<file path="config.mk">
export PLATFORM = sky130hd
export DESIGN_NAME = ctr_keystream_xor
export DESIGN_NICKNAME = d
export VERILOG_FILES = /design/src/rtl/ctrx_pkg.sv /design/src/rtl/ctrx_lane_swap.sv /design/src/rtl/ctrx_ctr_reg.sv /design/src/rtl/ctrx_ctl.sv /design/src/rtl/ctr_keystream_xor.sv
export SDC_FILE = /design/constraint.sdc
export NUM_CORES = 1
export LEC_CHECK = 0
export ABC_AREA = 1
export ABC_CLOCK_PERIOD_IN_PS = 2100
export BUFFER_PORTS_ARGS = -buffer_cell sky130_fd_sc_hd__buf_2
export CAP_MARGIN = 20
export CORE_AREA = 3 3 257 259
export CTS_BUF_LIST = sky130_fd_sc_hd__clkbuf_4 sky130_fd_sc_hd__clkbuf_8
export DETAILED_ROUTE_END_ITERATION = 16
export DIE_AREA = 0 0 260 262
export PLACE_DENSITY = 0.61
export SLEW_MARGIN = 20
export SYNTH_ARGS = -nofsm -noshare
export SYNTH_HDL_FRONTEND = slang
export SYNTH_HIERARCHICAL = 1
export SYNTH_SLANG_ARGS = --single-unit
</file>
<file path="constraint.sdc">
create_clock -name clk -period 2.1 [get_ports clk]
set_input_delay 0.525 -clock clk [delete_from_list [all_inputs] [get_ports clk]]
set_output_delay 0.525 -clock clk [all_outputs]
set_load 0.02 [all_outputs]
</file>
<file path="src/rtl/ctrx_pkg.sv">
package ctrx_pkg;
  localparam int BLK_W    = 128;
  localparam int NONCE_W  = 96;
  localparam int CNT_W    = BLK_W - NONCE_W;
  localparam int N_BYTES  = BLK_W / 8;
  localparam int N_WORDS  = BLK_W / 32;

  typedef enum logic [1:0] {ST_IDLE, ST_REQ, ST_WAIT, ST_OUT} ctrx_state_e;
  typedef enum logic [1:0] {DT_NONE, DT_HALF, DT_BYTE, DT_BIT} ctrx_dtype_e;

  function automatic logic [7:0] bitrev8(input logic [7:0] b);
    logic [7:0] r;
    for (int i = 0; i < 8; i++) r[i] = b[7-i];
    return r;
  endfunction

  // byte i lives in bits [BLK_W-1-8i -: 8]; count 0 keeps every byte
  function automatic logic [BLK_W-1:0] keep_mask(input logic [3:0] nbytes);
    logic [BLK_W-1:0] m;
    for (int i = 0; i < N_BYTES; i++)
      m[BLK_W-1-8*i -: 8] = ((nbytes == 4'd0) || (i < int'(nbytes))) ? 8'hFF : 8'h00;
    return m;
  endfunction

  function automatic logic [CNT_W-1:0] cnt_step(input logic [CNT_W-1:0] c);
    return c + 1'b1;
  endfunction
endpackage

</file>
<file path="src/rtl/ctrx_lane_swap.sv">
module ctrx_lane_swap
  import ctrx_pkg::*;
#(
  parameter int WORDS = N_WORDS
) (
  input  logic [1:0]          dtype,
  input  logic [32*WORDS-1:0] din,
  output logic [32*WORDS-1:0] dout
);
  for (genvar w = 0; w < WORDS; w++) begin : g_word
    logic [31:0] x;
    assign x = din[32*w +: 32];
    always_comb begin
      unique case (ctrx_dtype_e'(dtype))
        DT_NONE: dout[32*w +: 32] = x;
        DT_HALF: dout[32*w +: 32] = {x[15:0], x[31:16]};
        DT_BYTE: dout[32*w +: 32] = {x[7:0], x[15:8], x[23:16], x[31:24]};
        default: dout[32*w +: 32] = {bitrev8(x[31:24]), bitrev8(x[23:16]),
                                     bitrev8(x[15:8]), bitrev8(x[7:0])};
      endcase
    end
  end
endmodule

</file>
<file path="src/rtl/ctrx_ctr_reg.sv">
module ctrx_ctr_reg
  import ctrx_pkg::*;
#(
  parameter logic [CNT_W-1:0] CNT_INIT = 1
) (
  input  logic               clk,
  input  logic               rst_n,
  input  logic               ld_en,
  input  logic               busy,
  input  logic               adv,
  input  logic [NONCE_W-1:0] ld_nonce,
  input  logic [CNT_W-1:0]   ld_count,
  output logic [NONCE_W-1:0] nonce,
  output logic [CNT_W-1:0]   cnt
);
  logic load_ok;
  assign load_ok = ld_en && !busy;

  always_ff @(posedge clk) begin
    if (!rst_n) begin
      nonce <= '0;
      cnt   <= CNT_INIT;
    end else if (adv) begin
      cnt <= cnt_step(cnt);
    end else if (load_ok) begin
      nonce <= ld_nonce;
      cnt   <= ld_count;
    end
  end

  assert_cnt_step_R5: assert property (@(posedge clk) disable iff (!rst_n)
    adv |=> (cnt == $past(cnt) + 32'd1) && $stable(nonce));
  assert_load_ignored_R9: assert property (@(posedge clk) disable iff (!rst_n)
    (ld_en && busy && !adv) |=> $stable(nonce) && $stable(cnt));
endmodule

</file>
<file path="src/rtl/ctrx_ctl.sv">
module ctrx_ctl
  import ctrx_pkg::*;
(
  input  logic clk,
  input  logic rst_n,
  input  logic mode_ok,
  input  logic in_valid,
  input  logic eng_req_ready,
  input  logic eng_rsp_valid,
  input  logic out_ready,
  output logic in_ready,
  output logic in_take,
  output logic eng_req_valid,
  output logic rsp_take,
  output logic out_valid,
  output logic busy
);
  ctrx_state_e st, st_nx;

  assign in_ready      = (st == ST_IDLE) && mode_ok;
  assign in_take       = in_valid && in_ready;
  assign eng_req_valid = (st == ST_REQ);
  assign rsp_take      = (st == ST_WAIT) && eng_rsp_valid;
  assign out_valid     = (st == ST_OUT);
  assign busy          = (st != ST_IDLE);

  always_comb begin
    st_nx = st;
    unique case (st)
      ST_IDLE: if (in_take)       st_nx = ST_REQ;
      ST_REQ:  if (eng_req_ready) st_nx = ST_WAIT;
      ST_WAIT: if (eng_rsp_valid) st_nx = ST_OUT;
      default: if (out_ready)     st_nx = ST_IDLE;
    endcase
  end

  always_ff @(posedge clk) begin
    if (!rst_n) st <= ST_IDLE;
    else        st <= st_nx;
  end

  assert_single_flight_R8: assert property (@(posedge clk) disable iff (!rst_n)
    in_take |=> !in_ready);
  assert_out_hold_R11: assert property (@(posedge clk) disable iff (!rst_n)
    (out_valid && !out_ready) |=> out_valid);
  assert_req_hold_R11: assert property (@(posedge clk) disable iff (!rst_n)
    (eng_req_valid && !eng_req_ready) |=> eng_req_valid);
endmodule

</file>
<file path="src/rtl/ctr_keystream_xor.sv">
module ctr_keystream_xor
  import ctrx_pkg::*;
#(
  parameter logic [2:0]       CTR_SEL  = 3'b010,
  parameter logic [CNT_W-1:0] CNT_INIT = 1
) (
  input  logic               clk,
  input  logic               rst_n,
  input  logic [2:0]         chain_mode,
  input  logic [1:0]         data_type,
  input  logic               ld_en,
  input  logic [NONCE_W-1:0] ld_nonce,
  input  logic [CNT_W-1:0]   ld_count,
  input  logic               in_valid,
  output logic               in_ready,
  input  logic [BLK_W-1:0]   in_data,
  input  logic [3:0]         in_nbytes,
  output logic               eng_req_valid,
  input  logic               eng_req_ready,
  output logic [BLK_W-1:0]   eng_req_block,
  input  logic               eng_rsp_valid,
  input  logic [BLK_W-1:0]   eng_rsp_ks,
  output logic               out_valid,
  input  logic               out_ready,
  output logic [BLK_W-1:0]   out_data
);
  logic               mode_ok, in_take, rsp_take, busy;
  logic [NONCE_W-1:0] nonce;
  logic [CNT_W-1:0]   cnt;
  logic [BLK_W-1:0]   sw_in, keep, din_q, mask_q, res_q;
  logic [1:0]         dt_q;

  assign mode_ok = (chain_mode == CTR_SEL);
  assign keep    = keep_mask(in_nbytes);

  ctrx_ctl u_ctl (
    .clk, .rst_n, .mode_ok, .in_valid, .eng_req_ready, .eng_rsp_valid,
    .out_ready, .in_ready, .in_take, .eng_req_valid, .rsp_take,
    .out_valid, .busy
  );

  ctrx_ctr_reg #(.CNT_INIT(CNT_INIT)) u_ctr (
    .clk, .rst_n, .ld_en, .busy, .adv(rsp_take),
    .ld_nonce, .ld_count, .nonce, .cnt
  );

  assign eng_req_block = {nonce, cnt};

  ctrx_lane_swap u_swap_in  (.dtype(data_type), .din(in_data), .dout(sw_in));
  ctrx_lane_swap u_swap_out (.dtype(dt_q),      .din(res_q),   .dout(out_data));

  always_ff @(posedge clk) begin
    if (!rst_n) begin
      din_q  <= '0;
      mask_q <= '0;
      dt_q   <= '0;
      res_q  <= '0;
    end else begin
      if (in_take) begin
        din_q  <= sw_in & keep;
        mask_q <= keep;
        dt_q   <= data_type;
      end
      if (rsp_take) res_q <= (din_q ^ eng_rsp_ks) & mask_q;
    end
  end

  assert_mode_gate_R2: assert property (@(posedge clk) disable iff (!rst_n)
    !mode_ok |-> !in_ready);
  assert_req_stable_R11: assert property (@(posedge clk) disable iff (!rst_n)
    (eng_req_valid && !eng_req_ready) |=> $stable(eng_req_block));
  assert_out_stable_R11: assert property (@(posedge clk) disable iff (!rst_n)
    (out_valid && !out_ready) |=> $stable(out_data));
  assert_pad_zero_R6: assert property (@(posedge clk) disable iff (!rst_n)
    out_valid |-> ((res_q & ~mask_q) == '0));
endmodule

</file>
==> results of run 1 <==
==> registers in the layout, indices dropped and copies added, names as in the netlist <==
register / count
res_q: 128
u_ctl/st: 2
u_ctr/nonce: 96
u_ctr/cnt: 32
dt_q: 2
mask_q: 16
din_q: 128
==> synth_stat cells (all sizes together), types with 5 or more instances <==
| cell type | instances |
|---|---|
| o21ai | 93 |
| a22o | 5 |
| a31oi | 8 |
| nand2 | 1108 |
| dfxtp | 404 |
| clkbuf | 70 |
| ha | 6 |
| a21oi | 435 |
| nand4 | 256 |
| xor2 | 5 |
| nand3 | 892 |
| buf | 245 |
| inv | 84 |
| nor2 | 236 |
==> worst max-delay path by stage <==
stage | to | slack [ns]
2_1_floorplan | din_q[104] | 0.30
3_3_place_gp | din_q[28] | -0.10
3_5_place_dp | din_q[31] | -0.12
4_1_cts | out_data[9] | -0.50
5_1_grt | out_data[70] | -0.47
6_report | out_data[24] | -0.41
==> report_power, final <==
part           internal, mW  total [mW]  switching [mW]
registers              8.19        8.63           0.432
clock network          4.89        8.36            3.47
logic                  2.11        6.20            4.10
==> stage by stage <==
step                      hold slack [ns]  cells  setup TNS, ns
after global placement             0.4473   5156         -2.317
after detailed placement           0.4523   5156         -4.080
final                              0.1345   5341         -39.46
after CTS                         0.06166   5301         -54.03
after global routing               0.1042   5335         -52.79
after floorplan                    0.4347   3855              0
==> cell families (layout without fill, tap and decap cells) <==
kind of cell	count (synthesis)	in the layout	synth area share
DFF	404	404	0.3301
xor gates and xnor gates	5	5	0.001787
adders and majority gates	6	6	0.003064
AOI/OAI and AO/OA	542	542	0.1141
other	0	23	0
buffers and inverters	403	1011	0.08932
and+or+nand+nor	2495	2495	0.4616
==> worst max-delay path: cells and delay by family (launching register included) <==
kind | cells | cell delay [ns]
flip-flops | 1 | 0.46
AND/OR/NAND/NOR | 2 | 0.32
buffers and inverters | 4 | 0.57
==> per-layer routing <==
| metal | part of all wire | vias to the layer above | track usage |
|---|---|---|---|
| li1 | - | 14440 | - |
| met3 | 0.099 | 238 | 0.05676 |
| met1 | 0.41 | 13755 | 0.3970 |
| met2 | 0.44 | 1664 | 0.4372 |
| met5 | 0.00037 | - | 0 |
| met4 | 0.051 | 6 | 0.1585 |
==> layout make-up <==
| type | count | area, sq um | share of cell area |
|---|---|---|---|
| Antenna cell | 23 | 57.56 | 0.001819 |
| Clock buffer | 107 | 1354 | 0.04279 |
| Clock inverter | 19 | 270.3 | 0.008543 |
| Inverter | 88 | 370.4 | 0.01171 |
| Multi-Input combinational cell | 3048 | 14340 | 0.4533 |
| Sequential cell | 404 | 8095 | 0.2559 |
| Tap cell | 855 | 1070 | 0.03381 |
| Timing Repair Buffer | 796 | 6070 | 0.1919 |
| Timing Repair inverter | 1 | 8.758 | 0.0002768 |
==> timing repair <==
action	CTS	global route
pin swaps	7	41
gates cloned	12	13
hold buffers	0	0
endpoints found under the setup margin	129	150
buffers inserted	7	4
gates resized for setup	107	182
hold endpoints to repair	0	0
==> results.json, run 1 <==
{
  "p_leak_nw": 12.74,
  "cts-root-buf": "clkbuf_8",
  "clk_latency_ns": 0.63,
  "dieHeight_um": 262,
  "hold_path_class": "input port to register",
  "initial_core_util": 0.3821,
  "synthArstFlopShare": 0,
  "ant_nets": 0,
  "required_ns": 1.57,
  "cap_viol_max_count": 0,
  "nFillCells": 6683,
  "status": "finished, violations left",
  "grt_overflow": 0,
  "synth_top_cell_by_area": "dfxtp_1",
  "hold_depth": 3,
  "post-dp-hpwl_mm": 78.08,
  "critPathKind": "register to primary output",
  "htree_levels": 3,
  "cts_sinks": 404,
  "yosys-top-cells-area": "dfxtp_1 33%, nand3_1 18%, nand2_1 17%",
  "final_common_cell": "nand2_1",
  "drc": 0,
  "finalSetupViolCount": 129,
  "failed_checks": "negative setup slack",
  "reg2reg_depth": 9,
  "max-slew-margin-rel": 0.4703,
  "grt_pass1_vias": 25005,
  "reg2reg_slack_ns": 0.07,
  "place_congestion": 0.9328,
  "yosys_most_used_dff": "dfxtp_1",
  "nets": 4817,
  "synthCells": 3855,
  "rsz0062_at_grt": "yes",
  "crit_path_end_kind": "primary output",
  "worstReg2RegEnd": "res_q[64]",
  "viasPerCell": 5.636,
  "hold_end": "u_ctr/nonce[88]",
  "io_buffer_count": 658,
  "arrival_ns": 1.98,
  "syn_avg_cell_area_sq_um": 6.355,
  "cts_tree": "done",
  "drt-total-wl_mm": 108.8,
  "grt_max_degree": 129,
  "via_count": 30103,
  "slowest_delay_ns": 0.46,
  "ys_ff_latch": 404,
  "dpl_worst_slack_ns": -0.1183,
  "drv_slew": 0,
  "critical_path.max_fanout": 8,
  "grt.total_usage": 0.2926,
  "totalPowerFinal_mw": 23.18,
  "hold_viol_final": 0,
  "layout_common_cells": "1,073 x nand2_1, 880 x nand3_1, 549 x buf_2",
  "setup_ws_ns": -0.4077,
  "die-area_sq_um": 68120,
  "wl_per_cell_um": 20.36,
  "ys_seq_area_frac": 0.3301,
  "grt_pass1_wl_mm": 155.1,
  "row_count": 93,
  "io_pins": 659,
  "tightest_slew_ns": 0.7862,
  "cts-buffers-inserted": 72,
  "p_per_area_nw_per_um2": 732.8,
  "ys_types": 36,
  "r2r_start": "u_ctl/st[0]",
  "coreArea_sq_um": 64120,
  "die_w_um": 260,
  "final_area_sq_um": 31640,
  "cpMaxStageDelayCell": "dfxtp_4",
  "dr.first_iter.drc_count": 3849,
  "synth_top_area_share": 0.3301,
  "vdd_ir_drop_max_mv": 0.5092,
  "fin_crit_sh": 1.194,
  "synth_area_sq_um": 24500,
  "hold_start": "ld_nonce[88]",
  "path_cells": "buf_6, inv_6, buf_6, nand3_1, nand4_1, buf_6",
  "setup.worst_path.start": "dt_q[1]",
  "max_freq_mhz": 398.8,
  "dpl_cell_area_sq_um": 28410,
  "clk_pin_slew_worst_paths_ns": 0.07,
  "antenna_found_initial": 30,
  "worst_setup_path_start_kind": "register",
  "syn_nets": 4261,
  "cpMostUsedCell": "buf_6",
  "synth_edf_count": 0,
  "cts.path.max_buffers": 3,
  "drive_above_1_share": 0.2259,
  "utilization": 0.4934,
  "dr.pass1.iters": 6,
  "syn_to_final_growth_pct": 29.13,
  "period_needed_ns": 2.508,
  "yosys_warnings": 6,
  "final.setup_skew_ns": 0.03056
}
Power figures use the tool's default switching activity.
==> run 2, diff against run 1 <==
- ABC_AREA: 1 -> unset
- PLACE_DENSITY: 0.61 -> 0.58
==> run 2 against run 1 <==
Net effect:
- the flow still finishes with violations (negative setup slack)
- count of clock-buffer cells in the layout rose by 6
- die area unchanged
- routed wire length is 19% lower
- sequential cell count unchanged
- non-clock buffer count is 62 higher
- combinational power shrank 14%
- highest routed layer unchanged
==> results.json, run 2 <==
{
  "syn_to_final_growth_pct": 36.20,
  "crit_path_end_kind": "primary output",
  "htree_levels": 3,
  "cts.path.max_buffers": 3,
  "arrival_ns": 2.11,
  "tightest_slew_ns": 0.4703,
  "coreArea_sq_um": 64120,
  "dieHeight_um": 262,
  "cts_sinks": 404,
  "io_buffer_count": 658,
  "cts_tree": "done",
  "drv_slew": 0,
  "yosys-top-cells-area": "dfxtp_1 35%, mux4_2 25%, a21oi_1 5.4%",
  "viasPerCell": 5.517,
  "cap_viol_max_count": 0,
  "rsz0062_at_grt": "yes",
  "nFillCells": 5917,
  "synthArstFlopShare": 0,
  "postCtsHoldBufs": 0,
  "critical_path.max_fanout": 7,
  "critPathKind": "register to primary output",
  "vdd_ir_drop_max_mv": 0.4007,
  "dpl_cell_area_sq_um": 27610,
  "status": "finished, violations left",
  "final.setup_skew_ns": 0.03505,
  "grt_pass1_vias": 20872,
  "yosys_warnings": 6,
  "drive_above_1_share": 0.4330,
  "path_cells": "buf_12, clkbuf_16, mux4_2, buf_6",
  "layout_common_cells": "547 x buf_2, 400 x dfxtp_1, 256 x mux4_2",
  "grt.total_usage": 0.2407,
  "fin_cells": 3843,
  "setup_ws_ns": -0.5358,
  "synth_top_area_share": 0.3540,
  "die-area_sq_um": 68120,
  "max_freq_mhz": 379.4,
  "ant_nets": 0,
  "max-slew-margin-rel": 0.6861,
  "post-dp-hpwl_mm": 65.73,
  "syn_nets": 2587,
  "cpMaxStageDelayCell": "mux4_2",
  "initial_core_util": 0.3564,
  "synthCells": 2181,
  "p_leak_nw": 12.58,
  "grt_pass1_wl_mm": 126.0,
  "nets": 3322,
  "dr.pass1.iters": 5,
  "yosysMostFrequentCell": "dfxtp_1",
  "antenna_found_initial": 39,
  "drc": 0,
  "required_ns": 1.57,
  "holdWs_ns": 0.1331,
  "synthTopCellsByCount": "404 x dfxtp_1, 256 x mux4_2, 248 x a21oi_1, 247 x nand2_1, 165 x nand3_1",
  "dr.first_iter.drc_count": 1693,
  "synth_edf_count": 0,
  "worst_setup_path_start_kind": "register",
  "wl_per_cell_um": 22.79,
  "io_pins": 659,
  "via_count": 21203,
  "drt-total-wl_mm": 87.59,
  "dpl_worst_slack_ns": -0.1083,
  "cts-buffers-inserted": 73,
  "final_common_cell": "buf_2",
  "die_w_um": 260,
  "tns_ns": -58.73,
  "clk_latency_ns": 0.65,
  "slowest_delay_ns": 0.54,
  "top_regs": "din_q: 128 flops, res_q: 128 flops, u_ctr/nonce: 96 flops",
  "finalSetupViolCount": 128,
  "p_per_area_nw_per_um2": 709.1,
  "fin_crit_sh": 1.255,
  "place_congestion": 0.9292,
  "utilization": 0.4854,
  "synth_top_cell_by_area": "dfxtp_1",
  "place_inst": 3624,
  "failed_checks": "negative setup slack",
  "hold_path_class": "input port to register",
  "ys_ff_latch": 404,
  "grt_max_degree": 107,
  "ys_types": 67,
  "yosys_most_used_dff": "dfxtp_1",
  "period_needed_ns": 2.636,
  "cts-root-buf": "clkbuf_8",
  "row_count": 93,
  "totalPowerFinal_mw": 22.07,
  "hold_viol_final": 0,
  "ys_seq_area_frac": 0.3540,
  "final_area_sq_um": 31120,
  "syn_avg_cell_area_sq_um": 10.48,
  "clk_pin_slew_worst_paths_ns": 0.06,
  "grt_overflow": 0,
  "synth_area_sq_um": 22850
}
run 2: changes by cell type in the layout (fill, tap and decap cells not counted), sizes merged, moves of 59 or more:
cell | previous run | this run
nand2 | 1108 | 247
nand3 | 892 | 165
mux4 | 0 | 256
nand4 | 256 | 16
a21oi | 435 | 253
nor2 | 236 | 67
nand2b | 0 | 131
xor2 | 5 | 133
inv | 85 | 13
o21ai | 93 | 27
buf | 784 | 848
a22o | 5 | 64
run 2: power breakdown:
part	internal, mW	switching (mW)
combinational	2.33	3.03
clock	4.71	3.44
sequential	8.16	0.400
run 2: per-layer routing:
layer,vias to the layer above,GRT usage,part of all wire
met5,-,0,0.0024
met4,30,0.1081,0.042
met3,222,0.06235,0.087
met2,978,0.4140,0.49
met1,10385,0.2829,0.37
li1,9588,-,-
run 2: kinds of logic (layout without fill, tap and decap cells):
| logic type | after synthesis | count (layout) | synth area share |
|---|---|---|---|
| simple gates | 683 | 684 | 0.1469 |
| compound gates | 441 | 441 | 0.1211 |
| flops | 404 | 404 | 0.3540 |
| mux | 303 | 303 | 0.2732 |
| buf+inv | 210 | 996 | 0.05016 |
| xor+xnor | 134 | 134 | 0.05137 |
| fa+ha+maj | 6 | 6 | 0.003286 |
| other cells | 0 | 20 | 0 |
run 2: cell type report:
type	count	area, sq um	share of cell area
multi-input cells	1568	13690	0.4399
flip-flops and latches	404	8100	0.2603
repair buffers	858	6570	0.2111
clock buffers	113	1430	0.04596
well taps	855	1070	0.03438
clock inverters	14	163.9	0.005267
diodes	20	50.05	0.001608
inverters	11	43.79	0.001407
run 2: final timing paths:
check	slack, ns	end	from	depth (start not counted)
worst max-delay path	-0.54	out_data[74]	dt_q[1]	4
worst min-delay path	0.13	u_ctr/nonce[7]	ld_nonce[7]	3
worst max register to register	0.09	u_ctr/cnt[6]	u_ctl/st[1]	8
worst min register to register	0.45	u_ctr/nonce[21]	u_ctr/nonce[21]	2
run 2: timing repair:
| item | CTS | global route |
|---|---|---|
| pin swaps | 1 | 1 |
| endpoints found under the hold margin | 0 | 0 |
| gates cloned | 12 | 9 |
| buffers inserted | 36 | 19 |
| setup endpoints to repair | 139 | 230 |
| resized for setup | 154 | 133 |
run 2: worst max-delay path, delay by kind of cell (launching register included):
| kind | cells | cell delay, ns |
|---|---|---|
| buffers and inverters | 3 | 0.52 |
| multiplexers | 1 | 0.54 |
| flip-flops | 1 | 0.41 |
